**config.mk**
```make
export PLATFORM = sky130hd
export DESIGN_NAME = stor_irq_combiner
export DESIGN_NICKNAME = d
export VERILOG_FILES = /design/src/rtl/irqc_pkg.sv /design/src/rtl/irqc_port_regs.sv /design/src/rtl/irqc_host_regs.sv /design/src/rtl/stor_irq_combiner.sv
export SDC_FILE = /design/constraint.sdc
export NUM_CORES = 1
export LEC_CHECK = 0
export ABC_AREA = 1
export CAP_MARGIN = 20
export CORE_ASPECT_RATIO = 0.75
export CORE_MARGIN = 2
export CORE_UTILIZATION = 64
export CTS_CLUSTER_SIZE = 12
export DETAILED_ROUTE_END_ITERATION = 12
export DONT_BUFFER_PORTS = 1
export MAX_ROUTING_LAYER = met4
export PLACE_DENSITY = 0.81
export SETUP_SLACK_MARGIN = 0.1
export SYNTH_ARGS = -nofsm -noshare
export SYNTH_HDL_FRONTEND = slang
export SYNTH_HIERARCHICAL = 1
export SYNTH_SLANG_ARGS = --single-unit
```
**constraint.sdc**
```tcl
create_clock -name clk_i -period 1.75 [get_ports clk_i]
set_input_delay 0.525 -clock clk_i [delete_from_list [all_inputs] [get_ports clk_i]]
set_output_delay 0.525 -clock clk_i [all_outputs]
set_load 0.05 [all_outputs]
```
**src/rtl/irqc_pkg.sv**
```systemverilog
package irqc_pkg;
  localparam int ADDR_W  = 8;
  localparam int DATA_W  = 16;
  localparam int EVT_W   = 6;
  localparam int PREG_W  = 8;

  localparam logic [ADDR_W-1:0] PORT_STRIDE = 8'h40;
  localparam logic [ADDR_W-1:0] OFS_PSTAT   = 8'h09;
  localparam logic [ADDR_W-1:0] OFS_PMASK   = 8'h0A;
  localparam logic [ADDR_W-1:0] ADR_HCTRL   = 8'h7C;
  localparam logic [ADDR_W-1:0] ADR_HSUM    = 8'hBC;
  localparam logic [ADDR_W-1:0] ADR_HMASK   = 8'hBE;

  localparam int PS_PEND    = 7;
  localparam int HC_IRQ_OFF = 8;
  localparam int HC_SRST    = 13;
  localparam int HC_PAGE    = 15;
  localparam int HS_SOFT    = 14;
  localparam int HS_GLOBAL  = 15;
endpackage

```
**src/rtl/irqc_port_regs.sv**
```systemverilog
module irqc_port_regs
  import irqc_pkg::*;
(
  input  logic              clk_i,
  input  logic              rst_ni,
  input  logic              srst_i,
  input  logic [EVT_W-1:0]  evt_i,
  input  logic              stat_wr_i,
  input  logic              mask_wr_i,
  input  logic [PREG_W-1:0] wdata_i,
  output logic [PREG_W-1:0] stat_o,
  output logic [PREG_W-1:0] mask_o,
  output logic              pend_o
);
  logic [EVT_W-1:0]  stat_q, stat_d, clr;
  logic [PREG_W-1:0] mask_q, mask_d;

  always_comb begin
    clr    = stat_wr_i ? wdata_i[EVT_W-1:0] : '0;
    // set wins over clear
    stat_d = srst_i ? '0 : ((stat_q & ~clr) | evt_i);
    mask_d = srst_i ? '1 : (mask_wr_i ? wdata_i : mask_q);
  end

  always_ff @(posedge clk_i or negedge rst_ni) begin
    if (!rst_ni) begin
      stat_q <= '0;
      mask_q <= '1;
    end else begin
      stat_q <= stat_d;
      mask_q <= mask_d;
    end
  end

  assign pend_o = |(stat_q & ~mask_q[EVT_W-1:0]);
  always_comb begin
    stat_o          = '0;
    stat_o[EVT_W-1:0] = stat_q;
    stat_o[PS_PEND] = pend_o;
  end
  assign mask_o = mask_q;

  // a pulse is always latched, even against a clear
  p_evt_sticks_r2: assert property (@(posedge clk_i) disable iff (!rst_ni)
    (!srst_i && evt_i != '0) |=> ((stat_q & $past(evt_i)) == $past(evt_i)));

  // bits only drop on a status write or soft reset
  p_clear_needs_write_r3: assert property (@(posedge clk_i) disable iff (!rst_ni)
    (!srst_i && !stat_wr_i) |=> ((stat_q & $past(stat_q)) == $past(stat_q)));

  // fully masked port never pends
  p_full_mask_quiet_r5: assert property (@(posedge clk_i) disable iff (!rst_ni)
    (mask_q == '1) |-> !stat_o[PS_PEND]);

  // reset cycle leaves quiet state
  p_srst_quiet_r10: assert property (@(posedge clk_i) disable iff (!rst_ni)
    srst_i |=> (stat_q == '0 && mask_q == '1));
endmodule

```
**src/rtl/irqc_host_regs.sv**
```systemverilog
module irqc_host_regs
  import irqc_pkg::*;
#(
  parameter int NUM_PORTS   = 2,
  parameter int SRST_CYCLES = 3
) (
  input  logic                 clk_i,
  input  logic                 rst_ni,
  input  logic                 ctrl_wr_i,
  input  logic                 sum_wr_i,
  input  logic                 hmask_wr_i,
  input  logic [DATA_W-1:0]    wdata_i,
  input  logic [NUM_PORTS-1:0] pend_i,
  output logic [DATA_W-1:0]    ctrl_o,
  output logic [DATA_W-1:0]    sum_o,
  output logic [DATA_W-1:0]    hmask_o,
  output logic                 srst_o,
  output logic                 irq_o
);
  localparam int CNT_W = $clog2(SRST_CYCLES + 1);
  localparam int SRC_W = HS_GLOBAL;

  logic [CNT_W-1:0]  cnt_q;
  logic              irq_off_q, page_q, soft_q, irq_q;
  logic [DATA_W-1:0] hmask_q;
  logic [SRC_W-1:0]  src;
  logic              global_flag, srst_start;

  assign srst_start = ctrl_wr_i && wdata_i[HC_SRST];
  assign srst_o     = (cnt_q != '0);

  always_ff @(posedge clk_i or negedge rst_ni) begin
    if (!rst_ni) begin
      cnt_q     <= '0;
      irq_off_q <= 1'b1;
      page_q    <= 1'b0;
    end else begin
      if (ctrl_wr_i) begin
        irq_off_q <= wdata_i[HC_IRQ_OFF];
        page_q    <= wdata_i[HC_PAGE];
      end
      if (srst_start)      cnt_q <= CNT_W'(SRST_CYCLES);
      else if (srst_o)     cnt_q <= cnt_q - CNT_W'(1);
    end
  end

  always_ff @(posedge clk_i or negedge rst_ni) begin
    if (!rst_ni) begin
      hmask_q <= '1;
      soft_q  <= 1'b0;
    end else if (srst_o) begin
      hmask_q <= '1;
      soft_q  <= 1'b0;
    end else begin
      if (hmask_wr_i) hmask_q <= wdata_i;
      if (sum_wr_i)   soft_q  <= wdata_i[HS_SOFT];
    end
  end

  always_comb begin
    src = '0;
    src[NUM_PORTS-1:0] = pend_i;
    src[HS_SOFT]       = soft_q;
  end
  assign global_flag = |(src & ~hmask_q[SRC_W-1:0]);

  always_ff @(posedge clk_i or negedge rst_ni) begin
    if (!rst_ni) irq_q <= 1'b0;
    else         irq_q <= global_flag && !irq_off_q;
  end

  always_comb begin
    ctrl_o             = '0;
    ctrl_o[HC_IRQ_OFF] = irq_off_q;
    ctrl_o[HC_SRST]    = srst_o;
    ctrl_o[HC_PAGE]    = page_q;
  end
  assign sum_o   = {global_flag, src};
  assign hmask_o = hmask_q;
  assign irq_o   = irq_q;

  // interrupt-off gates the output on the next edge
  p_irq_off_gates_r8: assert property (@(posedge clk_i) disable iff (!rst_ni)
    irq_off_q |=> !irq_o);

  // fully masked host never flags
  p_host_mask_quiet_r7: assert property (@(posedge clk_i) disable iff (!rst_ni)
    (&hmask_q[SRC_W-1:0]) |-> !sum_o[HS_GLOBAL]);

  // counter only counts down and stays in range
  p_srst_countdown_r10: assert property (@(posedge clk_i) disable iff (!rst_ni)
    (srst_o && !srst_start) |=> (cnt_q == $past(cnt_q) - CNT_W'(1)));
  p_srst_bound_r10: assert property (@(posedge clk_i) disable iff (!rst_ni)
    cnt_q <= CNT_W'(SRST_CYCLES));
  p_srst_start_r10: assert property (@(posedge clk_i) disable iff (!rst_ni)
    srst_start |=> ctrl_o[HC_SRST]);
endmodule

```
**src/rtl/stor_irq_combiner.sv**
```systemverilog
module stor_irq_combiner
  import irqc_pkg::*;
#(
  parameter int NUM_PORTS   = 2,
  parameter int SRST_CYCLES = 3
) (
  input  logic                       clk_i,
  input  logic                       rst_ni,
  input  logic                       req_valid_i,
  input  logic                       req_write_i,
  input  logic [ADDR_W-1:0]          req_addr_i,
  input  logic [DATA_W-1:0]          req_wdata_i,
  output logic [DATA_W-1:0]          rd_data_o,
  input  logic [NUM_PORTS*EVT_W-1:0] port_evt_i,
  output logic                       irq_o
);
  localparam int NSEL = 2*NUM_PORTS + 3;

  logic                 wr_en, srst;
  logic [NUM_PORTS-1:0] stat_sel, mask_sel, pend;
  logic                 ctrl_sel, sum_sel, hmask_sel;
  logic [PREG_W-1:0]    stat_rd [NUM_PORTS];
  logic [PREG_W-1:0]    mask_rd [NUM_PORTS];
  logic [DATA_W-1:0]    ctrl_rd, sum_rd, hmask_rd, rd_mux, rd_q;

  assign wr_en     = req_valid_i && req_write_i;
  assign ctrl_sel  = wr_en && (req_addr_i == ADR_HCTRL);
  assign sum_sel   = wr_en && (req_addr_i == ADR_HSUM);
  assign hmask_sel = wr_en && (req_addr_i == ADR_HMASK);

  for (genvar p = 0; p < NUM_PORTS; p++) begin : g_port
    localparam logic [ADDR_W-1:0] BASE = ADDR_W'(p * PORT_STRIDE);
    assign stat_sel[p] = wr_en && (req_addr_i == BASE + OFS_PSTAT);
    assign mask_sel[p] = wr_en && (req_addr_i == BASE + OFS_PMASK);

    irqc_port_regs u_port (
      .clk_i     (clk_i),
      .rst_ni    (rst_ni),
      .srst_i    (srst),
      .evt_i     (port_evt_i[p*EVT_W +: EVT_W]),
      .stat_wr_i (stat_sel[p]),
      .mask_wr_i (mask_sel[p]),
      .wdata_i   (req_wdata_i[PREG_W-1:0]),
      .stat_o    (stat_rd[p]),
      .mask_o    (mask_rd[p]),
      .pend_o    (pend[p])
    );
  end

  irqc_host_regs #(
    .NUM_PORTS   (NUM_PORTS),
    .SRST_CYCLES (SRST_CYCLES)
  ) u_host (
    .clk_i      (clk_i),
    .rst_ni     (rst_ni),
    .ctrl_wr_i  (ctrl_sel),
    .sum_wr_i   (sum_sel),
    .hmask_wr_i (hmask_sel),
    .wdata_i    (req_wdata_i),
    .pend_i     (pend),
    .ctrl_o     (ctrl_rd),
    .sum_o      (sum_rd),
    .hmask_o    (hmask_rd),
    .srst_o     (srst),
    .irq_o      (irq_o)
  );

  always_comb begin
    rd_mux = '0;
    if (req_addr_i == ADR_HCTRL)  rd_mux = ctrl_rd;
    if (req_addr_i == ADR_HSUM)   rd_mux = sum_rd;
    if (req_addr_i == ADR_HMASK)  rd_mux = hmask_rd;
    for (int p = 0; p < NUM_PORTS; p++) begin
      if (req_addr_i == ADDR_W'(p * PORT_STRIDE) + OFS_PSTAT)
        rd_mux = {{(DATA_W-PREG_W){1'b0}}, stat_rd[p]};
      if (req_addr_i == ADDR_W'(p * PORT_STRIDE) + OFS_PMASK)
        rd_mux = {{(DATA_W-PREG_W){1'b0}}, mask_rd[p]};
    end
  end

  always_ff @(posedge clk_i or negedge rst_ni) begin
    if (!rst_ni)                         rd_q <= '0;
    else if (req_valid_i && !req_write_i) rd_q <= rd_mux;
  end
  assign rd_data_o = rd_q;

  // a write reaches at most one register
  p_one_target_r9: assert property (@(posedge clk_i) disable iff (!rst_ni)
    $onehot0({stat_sel, mask_sel, ctrl_sel, sum_sel, hmask_sel}));

  // summary port bits follow the port pending flags
  p_summary_ports_r6: assert property (@(posedge clk_i) disable iff (!rst_ni)
    sum_rd[NUM_PORTS-1:0] == pend);

  // soft reset holds every port quiet
  p_srst_ports_r10: assert property (@(posedge clk_i) disable iff (!rst_ni)
    srst |=> (pend == '0));

  initial begin
    if (NSEL < 5) $display("bad port count");
  end
endmodule

```
Yosys cells after proc, flatten, opt, wreduce, memory -nomap -nowiden
Index checks and enable logic that the tools add are counted.

operators by class
  shifts and indexed selects = 0
  muxes and demuxes = 21
  reduce and logical (&&, ||, !) cells = 22
  equality and inequality tests = 7
  bitwise operators = 12
  add/sub/neg operators = 1
  div/mod/pow operators = 0
  order comparisons = 0
  multiply operators = 0

operator list
  kind                                                                count
  16-bit 2-to-1 mux                                                   9
  8-bit 2-to-1 mux                                                    4
  6-bit AND                                                           4
  8-bit by 7-bit == test with 1-bit output, second input constant     3
  6-bit 2-to-1 mux                                                    4
  6-bit inverter                                                      4
  8-bit by 4-bit == test with 1-bit output, second input constant     2
  8-bit == test, second input constant                                2
  15-bit AND                                                          1
  15-bit inverter                                                     1
  15-bit OR reduction                                                 1
  6-bit OR                                                            2
  2-bit nonzero test                                                  6
  6-bit OR reduction                                                  2
  1-bit logical AND                                                   11
  2-bit 2-to-1 mux                                                    2
  1-bit zero test                                                     2
  1-bit 2-to-1 mux                                                    2
  2-bit by 1-bit subtractor with 2-bit output, second input constant  1

word-level totals
  input bits = 40
  bits in registers = 66
  logic and storage cells = 74
  bits in latches = 0
  RAM bits = 0
  memories = 0
  memory bits (read-only) = 0
  output and inout bits = 17

Logic depth before layout (Yosys ltp)
  word-level depth = 11
  mapped depth = 12
  mapped depth without buffers = 11

By module
The synthesis kept the hierarchy.

modules (own cells, without submodules)
  module             area each (µm²)  times used  sequential area each (µm²)  cells an instance
  stor_irq_combiner  1529.0           1           400.4                       259
  irqc_port_regs     660.6            2           360.3                       74
  irqc_host_regs     1217.4           1           571.8                       133

Worst setup path before layout
No wires, ideal clock.

  path kind = input port to flip-flop
  from = input port req_addr_i[4]
  to = register g_port[0].u_port.mask_q[2]
  data arrival time = 1658 ps
  cell stages on the path = 8
  required time = 1669 ps
  setup time = 81 ps
  path slack = 12 ps
  buffers on the path = 1
  cell sequence = inv_1 nand2_2 nor4_2 inv_1 nor2_1 buf_6 or2_4 o21ai_2

between the ends
  longest elaborated chain between the ends = 3

ends and longest elaborated chain
  what                                      RTL line                 RTL
  start: declaration                        stor_irq_combiner.sv:11  input logic [ADDR_W-1:0] req_addr_i,
  8-bit by 4-bit == test with 1-bit output  stor_irq_combiner.sv:34  assign mask_sel[p] = wr_en && (req_addr_i == BASE + OFS_PMASK);
  1-bit logical AND                         stor_irq_combiner.sv:34
  via mask_sel[0]                           stor_irq_combiner.sv:20  logic [NUM_PORTS-1:0] stat_sel, mask_sel, pend;
  2-bit nonzero test (no source line)       -
  end signal: assignment                    irqc_port_regs.sv:31     mask_q <= mask_d;
  end: declaration                          irqc_port_regs.sv:16     logic [PREG_W-1:0] mask_q, mask_d;

The timed path passes the listed nets, and every way through them passes these cells.
A chain may end at the register's enable or synchronous reset.

Worst setup path in the final report
  from = register u_host.cnt_q[0]
  to = register u_host.hmask_q[1] (netlist: u_host/hmask_o[1])

between the ends
  longest elaborated chain between the ends = 2

ends and longest elaborated chain
  what                                                     RTL line                 RTL
  start: declaration                                       irqc_host_regs.sv:23     logic [CNT_W-1:0] cnt_q;
  start signal: assignment                                 irqc_host_regs.sv:42     if (srst_start) cnt_q <= CNT_W'(SRST_CYCLES);
  start signal: assignment                                 irqc_host_regs.sv:43     else if (srst_o) cnt_q <= cnt_q - CNT_W'(1);
  2-bit nonzero test (*)                                   irqc_host_regs.sv:30     assign srst_o = (cnt_q != '0);
  via srst                                                 stor_irq_combiner.sv:19  logic wr_en, srst;
  16-bit 2-to-1 mux or 2-bit nonzero test (tied branches)  -
  end signal: assignment                                   irqc_host_regs.sv:55     if (hmask_wr_i) hmask_q <= wdata_i;
  end: declaration                                         irqc_host_regs.sv:25     logic [DATA_W-1:0] hmask_q;

Mark *: on every way through the listed nets, which the timed path passes. The rest lies on a longest branch.

==> impl_results.md <==
- Synth Instances: 540
- Mux share of post-synthesis cell area: 0
- Ports: 57
- CP Launch Type: flop
- Vias per cell: 5.37
- CP max FO: 19
- Final Cycle Share: 0.897
- Setup slack at placement: 0.0312 ns
- Total grt overflow: 0
- Drt first pass iters: 5
- Maximum clock rate: 637 MHz
- Die width: 96.1 µm
- Met2 wire len: 4490 µm
- Fin nets: 587
- Worst reg-to-reg path cell count: 6
- Seq/Total Area, Yosys: 0.416
- Status: finished with violations
- Final setup vio count: 0
- Hpwl dp: 7210 µm
- Combinational family with the most area after synthesis: simple AND/OR/NAND/NOR gates
- Die ar.: 7020 µm²
- Depth of the CTS H-tree: 3
- Hold Crit Class: in -> async
- Initial antenna violation count: 0
- Die Ht: 73.0 µm
- Core box area: 6220 µm²
- # fillers: 529
- Post-CTS Setup Repair Bufs: 0
- Syn-to-layout area delta: 6.03%
- Setup Crit Path Kind: reg -> reg
- Total CTS buffers: 9
- Clock Tree Root: clkbuf_8
- Setup Total Neg Slack: 0 ns
- Final min period: 1.57 ns
- Post-Synth Simple-Gate Area: 0.291
- Placer Congestion: 0.913
- Kind of end point of the critical path: flop
- All-Layer GR Usage: 0.323
- Critical path capture point: u_host/hmask_o[1]
- Yosys reg bits: 66
- Row Count: 25
- PwrDens: 1250 nW/µm²
- Synth Area in Compound Gates: 0.125
- Final Hold Viols: 2
- Via count: 3,391
- Clk_skew: 0.00968 ns
- Reg-to-reg endpoint: u_host/hmask_o[1]
- Top Layer Used: met4
- Vias in the first global route: 3,207
- CP arrival: 1.84 ns
- Share of cells above drive strength 1: 0.230
- Unrepaired setup endpoints after global routing: true
- Clock sinks: 66
- First-pass GRT wire length: 16,300 µm
- DR iter-0 viols: 383
- Routed WL: 10,100 µm
- Synth cell types: 27
- PnR worst setup slack: 0.180 ns
- Flop2flop setup slack: 0.18 ns
- VDD IR max: 0.000942 V
- Initial Util: 0.653
- Worst hold slack: -0.00146 ns
- Clock tree buffer depth: 2
- Post-route ant nets: 0
- Post-Synth XOR/XNOR Area: 0
- Critical path data required time: 2.02 ns
- Adder-cell area share of the yosys netlist: 0.00308
- Final Cell Area: 4310 µm²
- Clock latency on the worst-skew pair: 0.34 ns
- WL per Instance: 16.0 µm
- Placed inst area: 4090 µm²
- CTS tree: built
- Final Max Tran Viols: 0
- Failing checks: negative hold slack
- Clk slew on worst S/H paths: 0.08 ns
- Reg-to-Reg Start: u_host/cnt_q[0]
- Crit. Startpoint: u_host/cnt_q[0]
- Port bufs: 0
- Syn avg cell area: 7.53 µm²
- Yosys warns: 6
- MaxCap Viol Count: 0
- Area of the mapped netlist: 4070 µm²
- DR WL met3: 971 µm
- Largest net degree at the start of global routing: 35
- Ant diodes: 0
- DRC violations left: 0
- Leakage power: 2.23 nW
- M1 wire length: 4520 µm
[synthesized netlist by cell type (all sizes together)]
library cell	instances	area [µm²]
o211ai	2	15.0
nor3	1	5.00
inv	69	259
dfrtp	33	826
conb	3	11.3
nand4	1	6.26
nor4	1	12.5
clkbuf	3	11.3
a21oi	45	225
dfstp	33	867
nand2	110	420
nor2	54	243
nand3	86	430
or2	10	67.6
buf	52	385
o21ai	36	270
ha	1	12.5
[metal layers]
metal | up-vias | GRT usage
met5 | - | -
met4 | 0 | 0.0794
met3 | 16 | 0.0971
met2 | 153 | 0.462
met1 | 1546 | 0.450
li1 | 1676 | -
[report_power, final]
part           internal, W  total (W)  switching, W
combinational     0.000625    0.00172       0.00110
sequential         0.00207    0.00240      0.000334
clock             0.000654    0.00126      0.000601
[worst max-delay path: stages (launching register included)]
cell	delay (ns)
dfrtp_1	0.39
inv_1	0.07
ha_1	0.28
inv_4	0.15
or2_1	0.26
buf_4	0.19
o21ai_2	0.15
[cell type report]
cell class              count  area [µm²]  area share
multi-input cells         374        1830       0.424
flip-flops and latches     66        1690       0.393
inverters                  69         262      0.0606
repair buffers             26         233      0.0540
clock buffers               9         124      0.0287
well taps                  81         101      0.0235
clock inverters             7        70.1      0.0162
[kinds of logic (layout without fill, tap and decap cells)]
logic type / after synthesis / in the layout
other: 3 / 27
adder cells (fa/ha/maj): 1 / 1
AND/OR/NAND/NOR: 263 / 263
buffers and inverters: 124 / 111
flip-flops: 66 / 66
AO/OA/AOI/OAI: 83 / 83
[placed cells by master, fill, tap and decap left out, types with 4 or more instances in the layout]
cell / n
a21oi_1: 45
buf_4: 23
clkbuf_8: 9
conb_1: 27
dfrtp_1: 33
dfstp_2: 33
inv_1: 67
nand2_1: 105
nand2_2: 5
nand3_1: 86
nor2_1: 43
nor2_2: 7
nor2_4: 4
o21ai_0: 4
o21ai_1: 8
o21ai_2: 24
or2_2: 7
[worst min-delay path by stage]
stage / slack, ns / end / startpoint / depth (start not counted)
after floorplan: 0.23 / g_port[0].u_port/stat_q[0] / rst_ni / 0
after global placement: 0.23 / rd_data_o[9] / rst_ni / 0
after detailed placement: 0.23 / rd_data_o[9] / rst_ni / 0
after CTS: 0.009 / u_host/irq_off_q / rst_ni / 0
after global routing: 0.005 / g_port[0].u_port/mask_o[3] / rst_ni / 0
final: -0.001 / rd_data_o[10] / rst_ni / 1
[sequential cells by signal, indices dropped and copies added, names as in the netlist]
name	count
g_port.u_port/mask_o	16
rd_data_o	16
u_host/hmask_o	16
g_port.u_port/stat_q	12
u_host/cnt_q	2
u_host/irq_o	1
u_host/irq_off_q	1
u_host/page_q	1
u_host/soft_q	1
[repair_timing]
item | in CTS | in global routing
endpoints found under the hold margin | 33 | 0
hold buffers | 1 | 0
endpoints found under the setup margin | 0 | 5
gates resized for setup | 0 | 6
[through the flow]
| step | hold WS, ns | utilization | total power [W] | instances |
|---|---|---|---|---|
| after floorplan | 0.229 | - | 0.00380 | 564 |
| after global placement | 0.231 | 0.656 | 0.00398 | 615 |
| after detailed placement | 0.231 | 0.656 | 0.00405 | 615 |
| after CTS | 0.00890 | 0.691 | 0.00536 | 632 |
| after global routing | 0.00504 | 0.693 | 0.00570 | 632 |
| final | -0.00146 | 0.693 | 0.00538 | 632 |
Note: power is estimated with default switching activity, not from simulation.
